$ cat config.mk
export PLATFORM = sky130hd
export DESIGN_NAME = alu8_flags
export DESIGN_NICKNAME = d
export VERILOG_FILES = /design/src/rtl/alu8_flags.sv
export SDC_FILE = /design/constraint.sdc
export NUM_CORES = 1
export LEC_CHECK = 0
export BUFFER_PORTS_ARGS = -buffer_cell sky130_fd_sc_hd__buf_4
export CAP_MARGIN = 20
export CORE_ASPECT_RATIO = 0.75
export CORE_MARGIN = 1
export CORE_UTILIZATION = 60
export CTS_BUF_LIST = sky130_fd_sc_hd__clkbuf_16
export DETAILED_ROUTE_END_ITERATION = 10
export GPL_ROUTABILITY_DRIVEN = 0
export PLACE_DENSITY = 0.84
export SLEW_MARGIN = 20
export SYNTH_ARGS = -nofsm -noshare
export SYNTH_HDL_FRONTEND = slang
export SYNTH_SLANG_ARGS = --single-unit
$ cat constraint.sdc
create_clock -name clk -period 7 [get_ports clk]
set_input_delay 1.05 -clock clk [delete_from_list [all_inputs] [get_ports clk]]
set_output_delay 1.05 -clock clk [all_outputs]
set_load 0.01 [all_outputs]
$ cat src/rtl/alu8_flags.sv
module alu8_flags (
  input  logic        clk,
  input  logic        rst_n,
  input  logic        go,
  input  logic [4:0]  op,
  input  logic [7:0]  a,
  input  logic [7:0]  b,
  input  logic [15:0] pair,
  input  logic [2:0]  bit_idx,
  input  logic        want_set,
  output logic [7:0]  res,
  output logic [15:0] word_res,
  output logic        res_we,
  output logic [7:0]  sreg,
  output logic        cond_true
);
  localparam logic [4:0] OP_ADD = 5'd0,  OP_ADC = 5'd1,  OP_SUB = 5'd2,  OP_SBC = 5'd3;
  localparam logic [4:0] OP_NEG = 5'd4,  OP_AND = 5'd5,  OP_OR  = 5'd6,  OP_XOR = 5'd7;
  localparam logic [4:0] OP_COM = 5'd8,  OP_INC = 5'd9,  OP_DEC = 5'd10, OP_LSL = 5'd11;
  localparam logic [4:0] OP_LSR = 5'd12, OP_ROL = 5'd13, OP_ROR = 5'd14, OP_ASR = 5'd15;
  localparam logic [4:0] OP_SWP = 5'd16, OP_CP  = 5'd17, OP_CPC = 5'd18, OP_WAD = 5'd19;
  localparam logic [4:0] OP_WSB = 5'd20, OP_SET = 5'd21, OP_CLR = 5'd22;
  localparam int FC = 0, FZ = 1, FN = 2, FV = 3, FS = 4, FH = 5;

  logic        c_old, use_c, cin, sticky;
  logic [7:0]  sub_a, sub_b;
  logic [8:0]  add9, sub9;
  logic [4:0]  add5, sub5;
  logic [16:0] wadd, wsub;
  logic [7:0]  nx, r;
  logic [15:0] wr;
  logic        we, byte_nz, shift_v;

  assign c_old  = sreg[FC];
  assign use_c  = (op == OP_ADC) || (op == OP_SBC) || (op == OP_CPC);
  assign cin    = use_c & c_old;
  assign sticky = (op == OP_SBC) || (op == OP_CPC);
  assign sub_a  = (op == OP_NEG) ? 8'd0 : a;
  assign sub_b  = (op == OP_NEG) ? a : b;
  assign add9   = {1'b0, a} + {1'b0, b} + {8'd0, cin};
  assign add5   = {1'b0, a[3:0]} + {1'b0, b[3:0]} + {4'd0, cin};
  assign sub9   = {1'b0, sub_a} - {1'b0, sub_b} - {8'd0, cin};
  assign sub5   = {1'b0, sub_a[3:0]} - {1'b0, sub_b[3:0]} - {4'd0, cin};
  assign wadd   = {1'b0, pair} + {11'd0, b[5:0]};
  assign wsub   = {1'b0, pair} - {11'd0, b[5:0]};

  always_comb begin
    nx      = sreg;
    r       = a;
    wr      = pair;
    we      = 1'b1;
    byte_nz = 1'b1;
    shift_v = 1'b0;
    case (op)
      OP_ADD, OP_ADC: begin
        r      = add9[7:0];
        nx[FC] = add9[8];
        nx[FH] = add5[4];
        nx[FV] = (a[7] == b[7]) && (r[7] != a[7]);
      end
      OP_SUB, OP_SBC, OP_NEG, OP_CP, OP_CPC: begin
        r      = sub9[7:0];
        nx[FC] = sub9[8];
        nx[FH] = sub5[4];
        nx[FV] = (sub_a[7] != sub_b[7]) && (r[7] != sub_a[7]);
        we     = !((op == OP_CP) || (op == OP_CPC));
      end
      OP_AND: begin r = a & b; nx[FV] = 1'b0; end
      OP_OR:  begin r = a | b; nx[FV] = 1'b0; end
      OP_XOR: begin r = a ^ b; nx[FV] = 1'b0; end
      OP_COM: begin r = ~a; nx[FC] = 1'b1; nx[FV] = 1'b0; end
      OP_INC: begin r = a + 8'd1; nx[FV] = (a == 8'h7F); end
      OP_DEC: begin r = a - 8'd1; nx[FV] = (a == 8'h80); end
      OP_LSL: begin r = {a[6:0], 1'b0};  nx[FC] = a[7]; shift_v = 1'b1; end
      OP_LSR: begin r = {1'b0, a[7:1]};  nx[FC] = a[0]; shift_v = 1'b1; end
      OP_ROL: begin r = {a[6:0], c_old}; nx[FC] = a[7]; shift_v = 1'b1; end
      OP_ROR: begin r = {c_old, a[7:1]}; nx[FC] = a[0]; shift_v = 1'b1; end
      OP_ASR: begin r = {a[7], a[7:1]};  nx[FC] = a[0]; shift_v = 1'b1; end
      OP_SWP: begin r = {a[3:0], a[7:4]}; byte_nz = 1'b0; end
      OP_WAD, OP_WSB: begin
        byte_nz = 1'b0;
        wr      = (op == OP_WAD) ? wadd[15:0] : wsub[15:0];
        r       = wr[7:0];
        nx[FC]  = (op == OP_WAD) ? wadd[16] : wsub[16];
        nx[FV]  = (op == OP_WAD) ? (!pair[15] && wr[15]) : (pair[15] && !wr[15]);
        nx[FN]  = wr[15];
        nx[FZ]  = (wr == 16'd0);
        nx[FS]  = nx[FN] ^ nx[FV];
      end
      OP_SET: begin nx[bit_idx] = 1'b1; we = 1'b0; byte_nz = 1'b0; end
      OP_CLR: begin nx[bit_idx] = 1'b0; we = 1'b0; byte_nz = 1'b0; end
      default: begin we = 1'b0; byte_nz = 1'b0; end
    endcase
    if (byte_nz) begin
      nx[FN] = r[7];
      nx[FZ] = (r == 8'd0) && (!sticky || sreg[FZ]);
      if (shift_v) nx[FV] = nx[FN] ^ nx[FC];
      nx[FS] = nx[FN] ^ nx[FV];
    end
  end

  always_ff @(posedge clk or negedge rst_n) begin
    if (!rst_n)  sreg <= 8'd0;
    else if (go) sreg <= nx;
  end

  assign res       = r;
  assign word_res  = wr;
  assign res_we    = we;
  assign cond_true = (sreg[bit_idx] == want_set);
endmodule

==> impl_metrics.json, run 1 <==
{
  "status": "complete, no violations",
  "routed_wl_um": 16400,
  "numCtsBuffers": 3,
  "crit_type": "input port to output pin",
  "cts_tree": "done",
  "hold_ws_ns": 0.534,
  "post_dp_cell_area_mm2": 0.00512,
  "cp-start-kind": "input port",
  "ys_seq_area_share_pct": 4.37,
  "drtIter0Drc": 852,
  "fillCellCount": 630,
  "syn_to_final_growth_pct": 13.4,
  "htreeDepth": 1,
  "ant_nets": 0,
  "vias": 5790,
  "fin_crit_sh_pct": 87.9,
  "place_ws_ns": 0.913,
  "vias_per_cell": 7.20,
  "worst_slack_ns": 0.844,
  "final.min_clock_period_ns": 6.16,
  "grt.overflow.total": 0,
  "vdd_drop_max_mv": 0.120,
  "synthArstFlopShare_pct": 100,
  "crit_fanout": 29,
  "syn_area_mm2": 0.00458,
  "setup_viol": 0,
  "layout-drive-gt1-share_pct": 14.8,
  "insertion_delay_ns": 0.23,
  "min_delay_path_depth": 1,
  "final_core_util_pct": 70.5,
  "design_area_mm2": 0.00519,
  "power_uw": 587,
  "clock.fmax_ghz": 0.162,
  "setup_tns_ns": 0,
  "hp-class": "flop to flop",
  "final_cell_count_no_fill": 804,
  "num_rows": 27,
  "die_area_mm2": 0.00799,
  "synth.distinct_cells": 80,
  "yosysWarnings": 0,
  "wl_per_cell_um": 20.4,
  "cp-end-kind": "output pin",
  "finalHoldViolCount": 0,
  "antenna_found_initial": 0,
  "post_cts.repair.setup_buffers": 0,
  "final_net_count": 802,
  "avgSynthCellArea_um2": 6.92,
  "cp.required_ns": 5.95,
  "slew_violations": 0,
  "floorplan.initialDensity_pct": 62.2,
  "fin_worst_skew_ns": 0.000987,
  "synth_edf_count": 0,
  "cts_resized": 0,
  "p_per_area_mw_per_mm2": 113,
  "crit_arrival_ns": 5.11,
  "grt_pass1_vias": 5051,
  "slew_headroom_pct": 24.0,
  "max_cap_viol_count": 0,
  "hpwl_um": 12800,
  "synth-seq-cells": 8,
  "grt_start_max_net_pins": 32,
  "diodes": 0,
  "die_y_um": 77.7,
  "worst_slew_pin_slew_ns": 1.13,
  "pin_count": 78,
  "drt_pass1_iterations": 11,
  "hold_buffers": 0,
  "ys.flop_type": "dfrtp_1",
  "cts.sinks": 8,
  "track_usage_pct": 41.2,
  "reg2reg_depth": 12,
  "crit_family": "compound AO/OA/AOI/OAI gates",
  "grt_pass1_wl_um": 25700,
  "die_w_um": 103,
  "placed_cells": 801,
  "syn_inst": 662,
  "synth.net_count": 759,
  "critical_path.cell_chain": "buf_4, nor3b_1, nand2_1, nand2_1, o21ai_0, fa_1, fa_1, a21bo_2, a211oi_1, xnor2_1, o2111ai_1, a21oi_1, a32oi_1, buf_4",
  "core_area_mm2": 0.00736,
  "p_leak_nw": 2.29,
  "rsz0062_at_grt": "false",
  "root_buffer": "clkbuf_16",
  "port_buffers": 77,
  "cp_num_buf_inv": 2,
  "clock_path_buffers": 2,
  "worstSetupPathDepth": 14,
  "cts.clk_slew.worst_paths_ns": 0.04,
  "slowest_delay_ns": 0.53,
  "drc": 0,
  "cp_slowest_cell": "nand2_1"
}
==> report_power, final <==
group | internal (mW) | leakage (nW) | switching (mW)
registers | 0.0552 | 0.100 | 0.0120
clock network | 0.0738 | 0.0370 | 0.0235
logic | 0.176 | 2.15 | 0.246
==> layout by cell type (no fill, tap or decap), types with 7 or more instances in the layout <==
cell,count
a221oi_1,7
nand3_1,13
a211oi_1,11
nor2b_1,7
or3_1,7
nor3_1,29
xor2_1,14
fa_1,7
and3_1,11
inv_1,45
dfrtp_1,8
a22oi_1,8
o2111ai_1,8
buf_4,79
a21o_1,19
xnor2_1,26
ha_1,46
nor2_1,60
nand4_1,10
a31oi_1,10
nand2_1,48
nand2b_1,9
o21ai_0,35
a21oi_1,50
==> cell type report <==
class / count / area [um2] / share of cell area (%)
Inverter: 45 / 169 / 3.25
Clock buffer: 3 / 75.1 / 1.45
Tap cell: 101 / 126 / 2.43
Sequential cell: 8 / 200 / 3.86
Timing Repair Buffer: 79 / 593 / 11.4
Multi-Input combinational cell: 568 / 4030 / 77.6
==> synthesized netlist by cell type (4+ instances only) <==
cell type  number  area share, %
nor2_1         60            4.9
o2111ai_1       8            1.5
dfrtp_1         8            4.4
o41ai_1         5           0.96
nand2b_1        9            1.2
o211ai_1        5           0.82
buf_1           5           0.41
a22oi_1         8            1.3
o22ai_1         4           0.55
a21oi_1        50            5.5
nor3b_1         6           0.98
o32a_1          6            1.3
a22o_1          4           0.76
a21o_1         19            3.1
mux2i_1         5            1.1
or3_1           7           0.96
o21ai_0        35            3.8
a2111oi_0       4           0.76
nor4_1          4           0.55
ha_1           46             13
buf_2           6           0.66
nand3b_1        5           0.82
nor2b_1         7           0.96
or3b_2          5           0.96
o21a_1          6           0.98
a221oi_1        7            1.3
and3b_1         4           0.76
a211oi_1       11            1.8
a31oi_1        10            1.4
nor3_1         29            3.2
nand3_1        13            1.4
xnor2_1        26            5.0
nand2_1        48            3.9
and2_1          6           0.82
inv_1          45            3.7
nand4_1        10            1.4
xor2_1         14            2.7
clkbuf_1       26            2.1
fa_1            7            3.1
and3_1         11            1.5
o31ai_1         6           0.98
==> kinds of logic (layout without fill, tap and decap cells) <==
family                   count (synthesis)  count (layout)  synth area share, %
flip-flops                               8               8                 4.37
multiplexers                             9               9                 2.57
buffers and inverters                   86             127                 7.79
AND/OR/NAND/NOR                        242             242                 27.6
XOR/XNOR                                40              40                 7.65
adder cells (fa/ha/maj)                 53              53                 15.6
AO/OA/AOI/OAI                          224             224                 34.4
==> routing by layer <==
metal	GRT usage, %	wire length, um
met5	0	0
met4	13.2	690
met3	14.7	2760
met2	59.9	6540
met1	56.0	6440
==> final timing paths <==
kind                          from      end  slack [ns]
max                          op[2]   res[6]        0.84
min                        sreg[5]  sreg[5]        0.53
max reg2reg                sreg[0]  sreg[1]        2.89
min reg2reg                sreg[5]  sreg[5]        0.53
max in group asynchronous    rst_n  sreg[4]        6.24
min in group asynchronous    rst_n  sreg[5]        0.63
Power figures use the tool's default switching activity.
==> run 2, diff against run 1 <==
- ABC_AREA: default -> 1
- BUFFER_PORTS_ARGS: -buffer_cell sky130_fd_sc_hd__buf_4 -> default
- DONT_BUFFER_PORTS: default -> 1
- PLACE_DENSITY: 0.84 -> 0.82
==> run 2 against run 1 <==
Highest routed layer unchanged. Wire length shrank 4.8%. Cell area shrank 6.7%. Largest power group unchanged. Clock power shrank 2.5%. Final cell count grew 23%. Sequential share of layout area grew 0.28 points. Register-to-register slack gained 1.0 ns. Largest cell class unchanged. Critical path type unchanged. Flip-flop and latch count is the same.
==> impl_metrics.json, run 2 <==
{
  "status": "complete, no violations",
  "vdd_drop_max_mv": 0.117,
  "crit_family": "simple AND/OR/NAND/NOR gates",
  "grt_pass1_wl_um": 25500,
  "fin_worst_skew_ns": 0.00470,
  "grt_start_max_net_pins": 29,
  "drtIter0Drc": 764,
  "hpwl_um": 12600,
  "layout-drive-gt1-share_pct": 5.54,
  "grt_pass1_vias": 5165,
  "design_area_mm2": 0.00485,
  "ant_nets": 0,
  "placed_cells": 983,
  "syn_to_final_growth_pct": 2.46,
  "track_usage_pct": 38.3,
  "cp-end-kind": "output pin",
  "place_ws_ns": 1.95,
  "port_buffers": 0,
  "die_w_um": 105,
  "ys.flop_type": "dfrtp_1",
  "insertion_delay_ns": 0.23,
  "final.min_clock_period_ns": 5.14,
  "slew_headroom_pct": 62.1,
  "hold_ws_ns": 0.512,
  "crit_fanout": 28,
  "fin_crit_sh_pct": 73.4,
  "setup_tns_ns": 0,
  "cp.required_ns": 5.95,
  "worst_slack_ns": 1.86,
  "synthTopCellsByArea": "nand2_1 22%, ha_1 12%, inv_1 11%",
  "finalHoldViolCount": 0,
  "hold_buffers": 0,
  "rsz0062_at_grt": "false",
  "drc": 0,
  "setup_viol": 0,
  "die_y_um": 78.9,
  "final_cell_mix": "275 x nand2_1, 140 x inv_1, 93 x nor2_1",
  "slowest_delay_ns": 0.49,
  "cp_num_buf_inv": 1,
  "root_buffer": "clkbuf_16",
  "crit_type": "input port to output pin",
  "path_common_cell": "nand2_1",
  "max_cap_viol_count": 0,
  "clock.fmax_ghz": 0.195,
  "final_net_count": 984,
  "final_core_util_pct": 64.6,
  "cp_slowest_cell": "fa_1",
  "num_rows": 27,
  "worst_slew_pin_slew_ns": 0.568,
  "synth.net_count": 996,
  "cts_resized": 0,
  "cts_tree": "done",
  "synth.most_common_cell": "nand2_1",
  "syn_inst": 899,
  "yosysWarnings": 0,
  "drt_pass1_iterations": 7,
  "crit_arrival_ns": 4.09,
  "clock_path_buffers": 2,
  "vias": 5922,
  "wl_per_cell_um": 15.9,
  "vias_per_cell": 6.01,
  "core_area_mm2": 0.00750,
  "critical_path.cell_chain": "nor2_1, nand3_2, nand2_1, o21ai_0, fa_1, fa_1, nand2_1, a21oi_1, nor2_1, o21ai_0, nand2_1, nand2_1, nand3_1, nand4_1, o21ai_0, inv_1",
  "die_area_mm2": 0.00825,
  "routed_wl_um": 15600,
  "cp-start-kind": "input port",
  "synth.distinct_cells": 47,
  "hp-class": "input port to asynchronous set/reset pin",
  "power_uw": 503,
  "cts.clk_slew.worst_paths_ns": 0.04,
  "p_per_area_mw_per_mm2": 104,
  "yosysTopAreaCell": "nand2_1",
  "post_cts.repair.setup_buffers": 0,
  "final_cell_count_no_fill": 986,
  "post_dp_cell_area_mm2": 0.00477,
  "diodes": 0,
  "slew_violations": 0,
  "synthArstFlopShare_pct": 100,
  "yosysTopAreaCellShare_pct": 21.8,
  "syn_area_mm2": 0.00473,
  "antenna_found_initial": 0,
  "avgSynthCellArea_um2": 5.26,
  "numCtsBuffers": 3,
  "floorplan.initialDensity_pct": 63.1,
  "layout_commonest_cell": "nand2_1",
  "grt.overflow.total": 0,
  "synth-seq-cells": 8,
  "synthTopCellsByCount": "275 x nand2_1, 140 x inv_1, 93 x nor2_1",
  "synth_edf_count": 0,
  "p_leak_nw": 2.75,
  "htreeDepth": 1,
  "pin_count": 78,
  "cts.sinks": 8,
  "ys_seq_area_share_pct": 4.23
}
run 2: cell types whose count changed after synthesis, moves of 24 or more:
| cell | delta |
|---|---|
| nand2_1 | +227 |
| inv_1 | +95 |
| nand3_1 | +76 |
| nor2_1 | +33 |
| o21ai_0 | +28 |
| xnor2_1 | -24 |
run 2: logic make-up (layout without fill, tap and decap cells):
family | Yosys count | in the layout | share of synthesized area (%)
simple gates | 534 | 534 | 49.8
buf+inv | 168 | 154 | 13.8
compound gates | 127 | 127 | 15.3
fa+ha+maj | 53 | 53 | 15.1
xor+xnor | 9 | 9 | 1.67
flops | 8 | 8 | 4.23
run 2: final cells by class:
class	count	area [um2]
flip-flops and latches	8	200
well taps	101	126
multi-input cells	723	3880
inverters	151	567
clock buffers	3	75.1
fillers	779	2650
run 2: worst reg2reg max path, cell delays in order, from the launching register on:
cell	delay (ns)
dfrtp_1	0.42
o21ai_0	0.11
inv_1	0.14
fa_1	0.45
fa_1	0.43
nand2_1	0.10
a21oi_1	0.12
nor2_1	0.15
nand3b_1	0.14
nand2_1	0.07
a21oi_1	0.11
nand3_1	0.08
nand2_1	0.09
nand2_1	0.06
nor2_1	0.19
nand4_1	0.14
nand2_1	0.10
nand2_1	0.05
nand2_1	0.06
run 2: final timing paths:
kind,endpoint,depth (start not counted),slack (ns),from
setup reg to reg,sreg[1],18,3.93,sreg[0]
min in group clk,sreg[1],2,0.60,sreg[1]
hold reg to reg,sreg[1],2,0.60,sreg[1]
max in group asynchronous,asynchronous set/reset pin,0,6.41,rst_n
setup / recovery,res[6],16,1.86,op[0]
hold / removal,sreg[0],0,0.51,rst_n
run 2: per-layer routing:
layer  GRT usage, %  wire length (um)  part of all wire [%]  vias to the layer above
met5              0                 0                     0                        -
met4           10.1               524                   3.3                        0
met3           10.8              2250                    14                       49
met2           55.6              6070                    39                      392
met1           54.7              6790                    43                     2610
li1               -                 -                     -                     2871
run 2: power breakdown:
group,switching (mW),internal (mW)
combinational,0.227,0.110
sequential,0.0151,0.0562
clock,0.0213,0.0735
total,0.264,0.239
